==> src/rtl/arb_pkg.sv <==
package arb_pkg;

   typedef enum logic [1:0] {
      ST_IDLE = 2'd0,
      ST_CMD  = 2'd1,
      ST_XFER = 2'd2
   } arb_state_e;

   localparam int unsigned ARB_CLIENTS = 2;

endpackage

==> src/rtl/arb_fifo.sv <==
module arb_fifo #(
   parameter int unsigned WIDTH = 32,
   parameter int unsigned DEPTH = 16,
   localparam int unsigned PW   = (DEPTH > 1) ? $clog2(DEPTH) : 1,
   localparam int unsigned CW   = $clog2(DEPTH + 1)
) (
   input  logic             clk,
   input  logic             rst,
   input  logic             push,
   input  logic [WIDTH-1:0] push_data,
   input  logic             pop,
   output logic [WIDTH-1:0] head,
   output logic [CW-1:0]    count,
   output logic [CW-1:0]    space
);

   if (DEPTH < 2) begin : g_bad_depth
      $error("arb_fifo: DEPTH must be at least 2");
   end

   logic [WIDTH-1:0] mem [DEPTH];
   logic [PW-1:0]    wptr, rptr;
   logic             do_push, do_pop;

   assign do_push = push && (space != '0);
   assign do_pop  = pop && (count != '0);
   assign head    = mem[rptr];
   assign space   = CW'(DEPTH) - count;

   always_ff @(posedge clk) begin
      if (do_push) mem[wptr] <= push_data;
   end

   always_ff @(posedge clk) begin
      if (rst) begin
         wptr  <= '0;
         rptr  <= '0;
         count <= '0;
      end else begin
         if (do_push) wptr <= (wptr == PW'(DEPTH - 1)) ? '0 : wptr + 1'b1;
         if (do_pop)  rptr <= (rptr == PW'(DEPTH - 1)) ? '0 : rptr + 1'b1;
         case ({do_push, do_pop})
            2'b10:   count <= count + 1'b1;
            2'b01:   count <= count - 1'b1;
            default: count <= count;
         endcase
      end
   end

endmodule

==> src/rtl/arb_pick.sv <==
module arb_pick #(
   parameter bit FIXED_PRIO = 1'b0
) (
   input  logic [1:0] elig,
   input  logic       ptr,
   output logic [1:0] win
);

   logic first;

   if (FIXED_PRIO) begin : g_fixed
      assign first = 1'b0;
   end else begin : g_rr
      assign first = ptr;
   end

   always_comb begin
      win = 2'b00;
      if (first == 1'b0) begin
         if (elig[0])      win = 2'b01;
         else if (elig[1]) win = 2'b10;
      end else begin
         if (elig[1])      win = 2'b10;
         else if (elig[0]) win = 2'b01;
      end
   end

endmodule

==> src/rtl/arb_burst_seq.sv <==
module arb_burst_seq
   import arb_pkg::*;
#(
   parameter int unsigned AW    = 24,
   parameter int unsigned BURST = 8,
   localparam int unsigned BCW  = $clog2(BURST + 1)
) (
   input  logic          clk,
   input  logic          rst,
   input  logic [1:0]    win,
   input  logic          win_write,
   input  logic [AW-1:0] win_addr,
   input  logic          mc_req_ready,
   input  logic          mc_wr_take,
   input  logic          mc_rd_valid,
   output logic [1:0]    gnt,
   output logic          launch,
   output logic          ptr,
   output logic          mc_req_valid,
   output logic          mc_write,
   output logic [AW-1:0] mc_addr,
   output logic          mc_wdata_oe,
   output logic          wr_beat,
   output logic          rd_beat
);

   if (BURST < 1) begin : g_bad_burst
      $error("arb_burst_seq: BURST must be at least 1");
   end

   arb_state_e     state;
   logic [BCW-1:0] beats;
   logic           last_beat;

   assign launch       = (state == ST_IDLE) && (win != 2'b00);
   assign mc_req_valid = (state == ST_CMD);
   assign mc_wdata_oe  = (state == ST_XFER) && mc_write;
   assign wr_beat      = (state == ST_XFER) && mc_write && mc_wr_take;
   assign rd_beat      = (state == ST_XFER) && !mc_write && mc_rd_valid;
   assign last_beat    = (wr_beat || rd_beat) && (beats == BCW'(BURST - 1));

   always_ff @(posedge clk) begin
      if (rst) begin
         state    <= ST_IDLE;
         gnt      <= 2'b00;
         ptr      <= 1'b0;
         beats    <= '0;
         mc_write <= 1'b0;
         mc_addr  <= '0;
      end else begin
         case (state)
            ST_IDLE: begin
               if (launch) begin
                  state    <= ST_CMD;
                  gnt      <= win;
                  ptr      <= win[0];
                  mc_write <= win_write;
                  mc_addr  <= win_addr;
               end
            end
            ST_CMD: begin
               if (mc_req_ready) begin
                  state <= ST_XFER;
                  beats <= '0;
               end
            end
            ST_XFER: begin
               if (last_beat) begin
                  state <= ST_IDLE;
                  gnt   <= 2'b00;
               end else if (wr_beat || rd_beat) begin
                  beats <= beats + 1'b1;
               end
            end
            default: state <= ST_IDLE;
         endcase
      end
   end

endmodule

==> src/rtl/mem_req_arbiter.sv <==
module mem_req_arbiter
   import arb_pkg::*;
#(
   parameter int unsigned AW         = 24,
   parameter int unsigned DW         = 32,
   parameter int unsigned BURST      = 8,
   parameter int unsigned REQ_DEPTH  = 4,
   parameter int unsigned DATA_DEPTH = 16,
   parameter bit          FIXED_PRIO = 1'b0
) (
   input  logic            clk,
   input  logic            rst,
   input  logic [1:0]      cli_req_valid,
   output logic [1:0]      cli_req_ready,
   input  logic [1:0]      cli_req_write,
   input  logic [2*AW-1:0] cli_req_addr,
   input  logic [1:0]      cli_wr_valid,
   output logic [1:0]      cli_wr_ready,
   input  logic [2*DW-1:0] cli_wr_data,
   output logic [1:0]      cli_rd_valid,
   input  logic [1:0]      cli_rd_ready,
   output logic [2*DW-1:0] cli_rd_data,
   output logic            mc_req_valid,
   input  logic            mc_req_ready,
   output logic            mc_write,
   output logic [AW-1:0]   mc_addr,
   output logic [DW-1:0]   mc_wdata,
   output logic            mc_wdata_oe,
   input  logic            mc_wr_take,
   input  logic            mc_rd_valid,
   input  logic [DW-1:0]   mc_rd_data
);

   localparam int unsigned NC  = ARB_CLIENTS;
   localparam int unsigned DCW = $clog2(DATA_DEPTH + 1);
   localparam int unsigned RCW = $clog2(REQ_DEPTH + 1);
   localparam logic [DCW-1:0] BURST_C = DCW'(BURST);

   if (DATA_DEPTH < BURST) begin : g_bad_data_depth
      $error("mem_req_arbiter: DATA_DEPTH must hold a whole burst");
   end
   if (REQ_DEPTH < 2) begin : g_bad_req_depth
      $error("mem_req_arbiter: REQ_DEPTH must be at least 2");
   end

   logic [NC-1:0]      gnt, win, elig, head_write;
   logic [NC*AW-1:0]   head_addr;
   logic [NC*DW-1:0]   wr_head;
   logic [NC*DCW-1:0]  wr_cnt_flat, rd_space_flat;
   logic               launch, ptr, wr_beat, rd_beat;

   for (genvar c = 0; c < NC; c++) begin : g_cli
      logic [AW:0]    req_head;
      logic [RCW-1:0] req_cnt, req_space;
      logic [DCW-1:0] wr_cnt, wr_space, rd_cnt, rd_space;

      arb_fifo #(.WIDTH(AW + 1), .DEPTH(REQ_DEPTH)) u_req (
         .clk       (clk),
         .rst       (rst),
         .push      (cli_req_valid[c]),
         .push_data ({cli_req_write[c], cli_req_addr[c*AW +: AW]}),
         .pop       (launch && win[c]),
         .head      (req_head),
         .count     (req_cnt),
         .space     (req_space)
      );

      arb_fifo #(.WIDTH(DW), .DEPTH(DATA_DEPTH)) u_wr (
         .clk       (clk),
         .rst       (rst),
         .push      (cli_wr_valid[c]),
         .push_data (cli_wr_data[c*DW +: DW]),
         .pop       (wr_beat && gnt[c]),
         .head      (wr_head[c*DW +: DW]),
         .count     (wr_cnt),
         .space     (wr_space)
      );

      arb_fifo #(.WIDTH(DW), .DEPTH(DATA_DEPTH)) u_rd (
         .clk       (clk),
         .rst       (rst),
         .push      (rd_beat && gnt[c]),
         .push_data (mc_rd_data),
         .pop       (cli_rd_ready[c]),
         .head      (cli_rd_data[c*DW +: DW]),
         .count     (rd_cnt),
         .space     (rd_space)
      );

      assign cli_req_ready[c] = (req_space != '0);
      assign cli_wr_ready[c]  = (wr_space != '0);
      assign cli_rd_valid[c]  = (rd_cnt != '0);

      assign head_write[c]             = req_head[AW];
      assign head_addr[c*AW +: AW]     = req_head[AW-1:0];
      assign wr_cnt_flat[c*DCW +: DCW]   = wr_cnt;
      assign rd_space_flat[c*DCW +: DCW] = rd_space;

      assign elig[c] = (req_cnt != '0) &&
                       (req_head[AW] ? (wr_cnt >= BURST_C) : (rd_space >= BURST_C));
   end

   arb_pick #(.FIXED_PRIO(FIXED_PRIO)) u_pick (
      .elig (elig),
      .ptr  (ptr),
      .win  (win)
   );

   arb_burst_seq #(.AW(AW), .BURST(BURST)) u_seq (
      .clk          (clk),
      .rst          (rst),
      .win          (win),
      .win_write    (win[1] ? head_write[1] : head_write[0]),
      .win_addr     (win[1] ? head_addr[AW +: AW] : head_addr[0 +: AW]),
      .mc_req_ready (mc_req_ready),
      .mc_wr_take   (mc_wr_take),
      .mc_rd_valid  (mc_rd_valid),
      .gnt          (gnt),
      .launch       (launch),
      .ptr          (ptr),
      .mc_req_valid (mc_req_valid),
      .mc_write     (mc_write),
      .mc_addr      (mc_addr),
      .mc_wdata_oe  (mc_wdata_oe),
      .wr_beat      (wr_beat),
      .rd_beat      (rd_beat)
   );

   assign mc_wdata = gnt[1] ? wr_head[DW +: DW] : wr_head[0 +: DW];

endmodule

==> config.mk <==
export PLATFORM = sky130hd
export DESIGN_NAME = mem_req_arbiter
export DESIGN_NICKNAME = d
export VERILOG_FILES = /design/src/rtl/arb_pkg.sv /design/src/rtl/arb_fifo.sv /design/src/rtl/arb_pick.sv /design/src/rtl/arb_burst_seq.sv /design/src/rtl/mem_req_arbiter.sv
export SDC_FILE = /design/constraint.sdc
export NUM_CORES = 2
export LEC_CHECK = 0
export BUFFER_PORTS_ARGS = -buffer_cell sky130_fd_sc_hd__buf_2
export CAP_MARGIN = 20
export CELL_PAD_IN_SITES_DETAIL_PLACEMENT = 0
export CELL_PAD_IN_SITES_GLOBAL_PLACEMENT = 1
export CORE_UTILIZATION = 50
export CTS_BUF_LIST = sky130_fd_sc_hd__clkbuf_16
export DETAILED_ROUTE_END_ITERATION = 7
export GPL_TIMING_DRIVEN = 1
export PLACE_DENSITY = 0.7
export SYNTH_ARGS = -nofsm -noshare
export SYNTH_HDL_FRONTEND = slang
export SYNTH_SLANG_ARGS = --single-unit
export TNS_END_PERCENT = 20
==> constraint.sdc <==
create_clock -name clk -period 6.3 [get_ports clk]
set_clock_uncertainty 0.15 [all_clocks]
set_input_delay 0.945 -clock clk [delete_from_list [all_inputs] [get_ports clk]]
set_output_delay 0.945 -clock clk [all_outputs]
set_load 0.05 [all_outputs]
# After elaboration in Yosys (flattened, before gate mapping)
# Memory sizes are Yosys's and may differ from the RTL's. A register that Yosys moved wholly into a read port is not among the register bits.
# Index checks and enable logic that the tools add are counted.
# totals
rom_bits	0
elab_cells	213
output_inout_bits	129
memories	6
latchBits	0
ff_bits	100
in_bits	157
ramBits	2248
# op_classes
bitwise_logic	0
n_div	0
add_sub_neg	31
n_eq_ne	32
shift	0
n_reduce_logical	54
n_lt_le_gt_ge	4
mux	62
mul	0
# mem_list
memory	words	word_bits	read_ports	rd_ports_with_merged_regs	wr	line	source
g_cli[0].u_rd.mem	16	32	1	1	1	arb_fifo.sv:21	logic [WIDTH-1:0] mem [DEPTH];
g_cli[0].u_wr.mem	16	32	1	1	1	arb_fifo.sv:21	
g_cli[1].u_rd.mem	16	32	1	1	1	arb_fifo.sv:21	
g_cli[1].u_wr.mem	16	32	1	1	1	arb_fifo.sv:21	
g_cli[0].u_req.mem	4	25	1	1	1	arb_fifo.sv:21	
g_cli[1].u_req.mem	4	25	1	1	1	arb_fifo.sv:21	
# ops
operator	n
$mux 4	19
$pmux 5 s2	4
$reduce_bool 5->1	8
$add 4x1->4 const B	9
$eq 4x4->1 const B	8
$mux 2	16
$mux 32	1
$logic_and 1x1->1	26
$mux 24	1
$eq 2x2->1 const B	11
$add 5x1->5 const B	4
$ge 5x4->1 const B	4
$sub 5x1->5 const B	4
$sub 5x5->5 const A	4
$reduce_bool 2->1	9
$mux 1	16
$eq 2x1->1 const B	7
$pmux 3 s2	2
$reduce_bool 3->1	4
$add 2x1->2 const B	4
$pmux 4 s2	1
$add 3x1->3 const B	2
$ne 2x2->1 const B	3
$pmux 2 s3	1
11 further kinds	15

# Depth between registers and ports, before layout
# depth
word_depth	13
depth_mapped	15
mapped_depth_nobuf	14

# By module
# Synthesis repeated with hierarchy kept, for this count alone.
# hier_totals
cells_unflattened	4095
hier_area_um2	92530.0
# modules_own_cells
mod	area_per_inst_um2	seq_area_each_um2	cells_per_inst	instances
arb_fifo (g_cli[0].u_wr ...)	20504.7	15715.1	846	3
arb_fifo (g_cli[0].u_rd)	20270.7	15715.1	927	1
arb_fifo (g_cli[0].u_req ...)	4155.2	3183.1	185	2
arb_burst_seq	1337.5	680.7	165	1
mem_req_arbiter	1078.5	0.0	92	1
arb_pick	18.8	0.0	3	1

# Least setup slack after synthesis
# Ideal clock, no wire load.
# synth_path
path_type	reg2reg
from	reg g_cli[1].u_rd.count[0]
to	mem g_cli[1].u_rd.mem[0][0] (enable)
setup_ps	502
required_ps	5648
setup_slack_ps	1009
period_less_slack_ps	5291
t_arrival_ps	4640
path_stages_with_launch	8
path_buffers	1
path_cell_list	dfxtp_1 > or4_1 > clkbuf_1 > inv_1 > ha_1 > inv_1 > o211ai_2 > nor4_1
# synth_between
elab_chain_cells	5
# synth_rtl
item	line	source
start: declaration	arb_fifo.sv:13	output logic [CW-1:0] count,
start signal: assignment	arb_fifo.sv:43	2'b10: count <= count + 1'b1;
start signal: assignment	arb_fifo.sv:44	2'b01: count <= count - 1'b1;
start signal: assignment	arb_fifo.sv:45	default: count <= count;
$sub 5x5->5	arb_fifo.sv:28	assign space = CW'(DEPTH) - count;
$reduce_bool 5->1	arb_fifo.sv:25	assign do_push = push && (space != '0);
$logic_and 1x1->1	arb_fifo.sv:25	
$mux 1	arb_fifo.sv:31	if (do_push) mem[wptr] <= push_data;
$mux 1 (not written as such)	arb_fifo.sv:31	
end: declaration	arb_fifo.sv:21	
# No other way between the ends.

==> metrics.cfg <==
[pwr]
peakVddDrop_uv=290
power.leakage_uw=0.0321
p_int_uw=26200
clkPwrFrac_pct=39.0
swShare_pct=23.9
switchingPower_uw=8250
power_frac_comb_pct=9.3
power_frac_seq_pct=51.7
power.density_nw_per_um2=334

[sta]
tns_ps=0
hold_viol=0
slew_viol_final=0
relSlewSlack_pct=28.0
grt_setup_unrepaired=no
fin_crit_sh_pct=78.6
period_needed_ps=4950
setup_violations=0
fmax_ghz=0.202
max_slew.worst_pin.slew_ps=1080
fin_ws_ps=1350

[setup_path]
worstSetupEndpointType=output pin
required_ps=5200
crit_path_start_kind=flop
timing.rr.start=g_cli[1].u_rd.count[0]
crit_type=reg -> out
worstPathArrival_ps=3860
r2r_cells=13
crit_path_max_fanout=57

[synth]
synth.avg_cell_area_um2=23.1
yosys.cell_count.top_type=edfxtp_1
ys_types=57
synth_top_area_share_pct=74.5
ys_ff_latch=2368
synth-edff-count=2248
synth_cells=3924
ys_top_cells_by_area=edfxtp_1 (74%), mux4_2 (17%), dfxtp_1 (2.7%)
async_reset_ff_share_pct=0
synth_common_cells=edfxtp_1 (2248), mux4_2 (690), clkbuf_1 (122)
synth_area_um2=90600
synth-main-ff-cell=edfxtp_1
yosysSeqAreaShare_pct=77.1
yosysWarnings=0
yosysTopAreaCell=edfxtp_1
syn_nets=4144

[floorplanning]
io_pins=286
die_area_um2=183000
core_um2=179000
rows=155
start_util_pct=50.6
die_h_um=428
die_w_um=428

[cts]
cts_setup_buffers=0
clk_latency_ps=890
clock_path_buffers=3
ctsHoldBuffers=0
cts_tree=yes
numCtsBuffers=230
cts_resized=0
cts.sinks=2368
cts-root-buf=clkbuf_16
h-tree-depth=4
clk_pin_slew_ps=60

[global_routing]
antenna_found_initial=51
grt_first_pass_wirelength_mm=297
grt_pass1_vias=42400
grt_overflow_total=0
track_usage_pct=22.8
grt_max_degree=73

[cells_and_area]
final_nets=4579
n_fill_cell=12900
syn_to_final_growth_pct=13.8
drive_gt1_share_pct=33.9

[routing]
drtIter0Drc=3870
vias_per_cell=5.99
drtAntennaViolNets=0
dr.pass1.iters=5
post_drt_wl_per_cell_um=29.7
finalWirelength_mm=206
drcViolationCount=0
num_vias=41500

[hold_path]
min_from=cli_req_addr[37]
min_path_cells=1
hold_class=in -> reg

[place]
place.gp.congestion=0.757
preCtsSetupSlack_ps=2060
port-buffer-count=285
dp_hpwl_mm=117

[run]
cap_violations=0

[run_status]
outcome=completed

-- kinds of logic (layout without fill, tap and decap cells) --
group | Yosys count | in the layout | synth area share [%]
AND/OR/NAND/NOR | 292 | 292 | 1.61
adder cells (fa/ha/maj) | 63 | 63 | 0.919
AO/OA/AOI/OAI | 176 | 176 | 1.24
flip-flops | 2368 | 2368 | 77.1
other | 0 | 10 | 0
multiplexers | 738 | 738 | 17.7
buffers and inverters | 265 | 896 | 1.17
XOR/XNOR | 22 | 22 | 0.213
-- cell type report --
cell class	count	area, µm²	share of cell area (%)
flip-flops and latches	2368	70000	67.8
multi-input cells	1291	20100	19.5
clock buffers	232	5810	5.63
well taps	2355	2950	2.86
repair buffers	407	2490	2.42
clock inverters	196	1620	1.57
inverters	61	229	0.222
diodes	10	25.0	0.0243
-- placed cells by master, fill, tap and decap left out, types with 48 or more instances in the layout --
cell type,n
nor2_1,74
a21oi_1,48
ha_1,57
inv_1,113
edfxtp_1,2248
clkbuf_16,232
mux4_2,690
dfxtp_1,101
buf_4,111
buf_2,284
clkinv_1,62
-- worst max-delay path, stage by stage (launching register included) --
cell     delay (ps)
dfxtp_4         770
buf_12          490
mux4_2          570
mux4_2          560
mux2_2          320
buf_2           220
-- layer usage --
| metal | vias up | wire, µm | global-route usage, % |
|---|---|---|---|
| met1 | 22300 | 80600 | 29.8 |
| met4 | 20 | 4750 | 5.53 |
| li1 | 17500 | - | - |
| met3 | 353 | 11000 | 3.58 |
| met2 | 1271 | 109000 | 40.1 |
| met5 | - | 123 | 0 |
-- through the flow --
step	area, µm²	util, %	power (µW)	instances	hold WS [ps]
2_1_floorplan	90600	-	20300	3924	304
3_3_place_gp	95700	53.4	21400	6480	327
3_5_place_dp	95700	53.4	21400	6482	330
4_1_cts	103000	57.6	34800	6910	65.0
5_1_grt	103000	57.6	35600	6912	84.0
6_report	103000	57.6	34500	6920	122
-- flip-flops by register name, indices dropped and copies added, names as in the netlist, named ones only --
signal             count
u_seq.mc_write         1
g_cli.u_req.rptr       4
g_cli.u_rd.wptr        8
u_seq.state            2
g_cli.u_wr.rptr        8
g_cli.u_rd.count      10
g_cli.u_wr.wptr        8
g_cli.u_req.mem      200
g_cli.u_req.count      6
g_cli.u_req.wptr       4
u_seq.ptr              1
g_cli.u_wr.count      10
u_seq.mc_addr         24
u_seq.gnt              2
g_cli.u_rd.rptr        8
g_cli.u_rd.mem      1024
g_cli.u_wr.mem      1024
u_seq.beats            4
-- power by group through the flow --
stage               sequential, µW  combinational, µW  clock [µW]
floorplan                    18300               2010           0
global placement             18100               3260           0
detailed placement           18100               3280           0
CTS                          17800               3290       13700
global route                 17900               3430       14300
finish                       17800               3220       13400
-- final timing paths --
path / slack (ps) / to
worst min-delay path: 120 / g_cli[1].u_req.mem[0][13]
worst max register to register: 2190 / g_cli[1].u_rd.count[4]
worst min register to register: 280 / flop
worst max-delay path: 1350 / mc_wdata[17]
(Power assumes the default switching activity.)
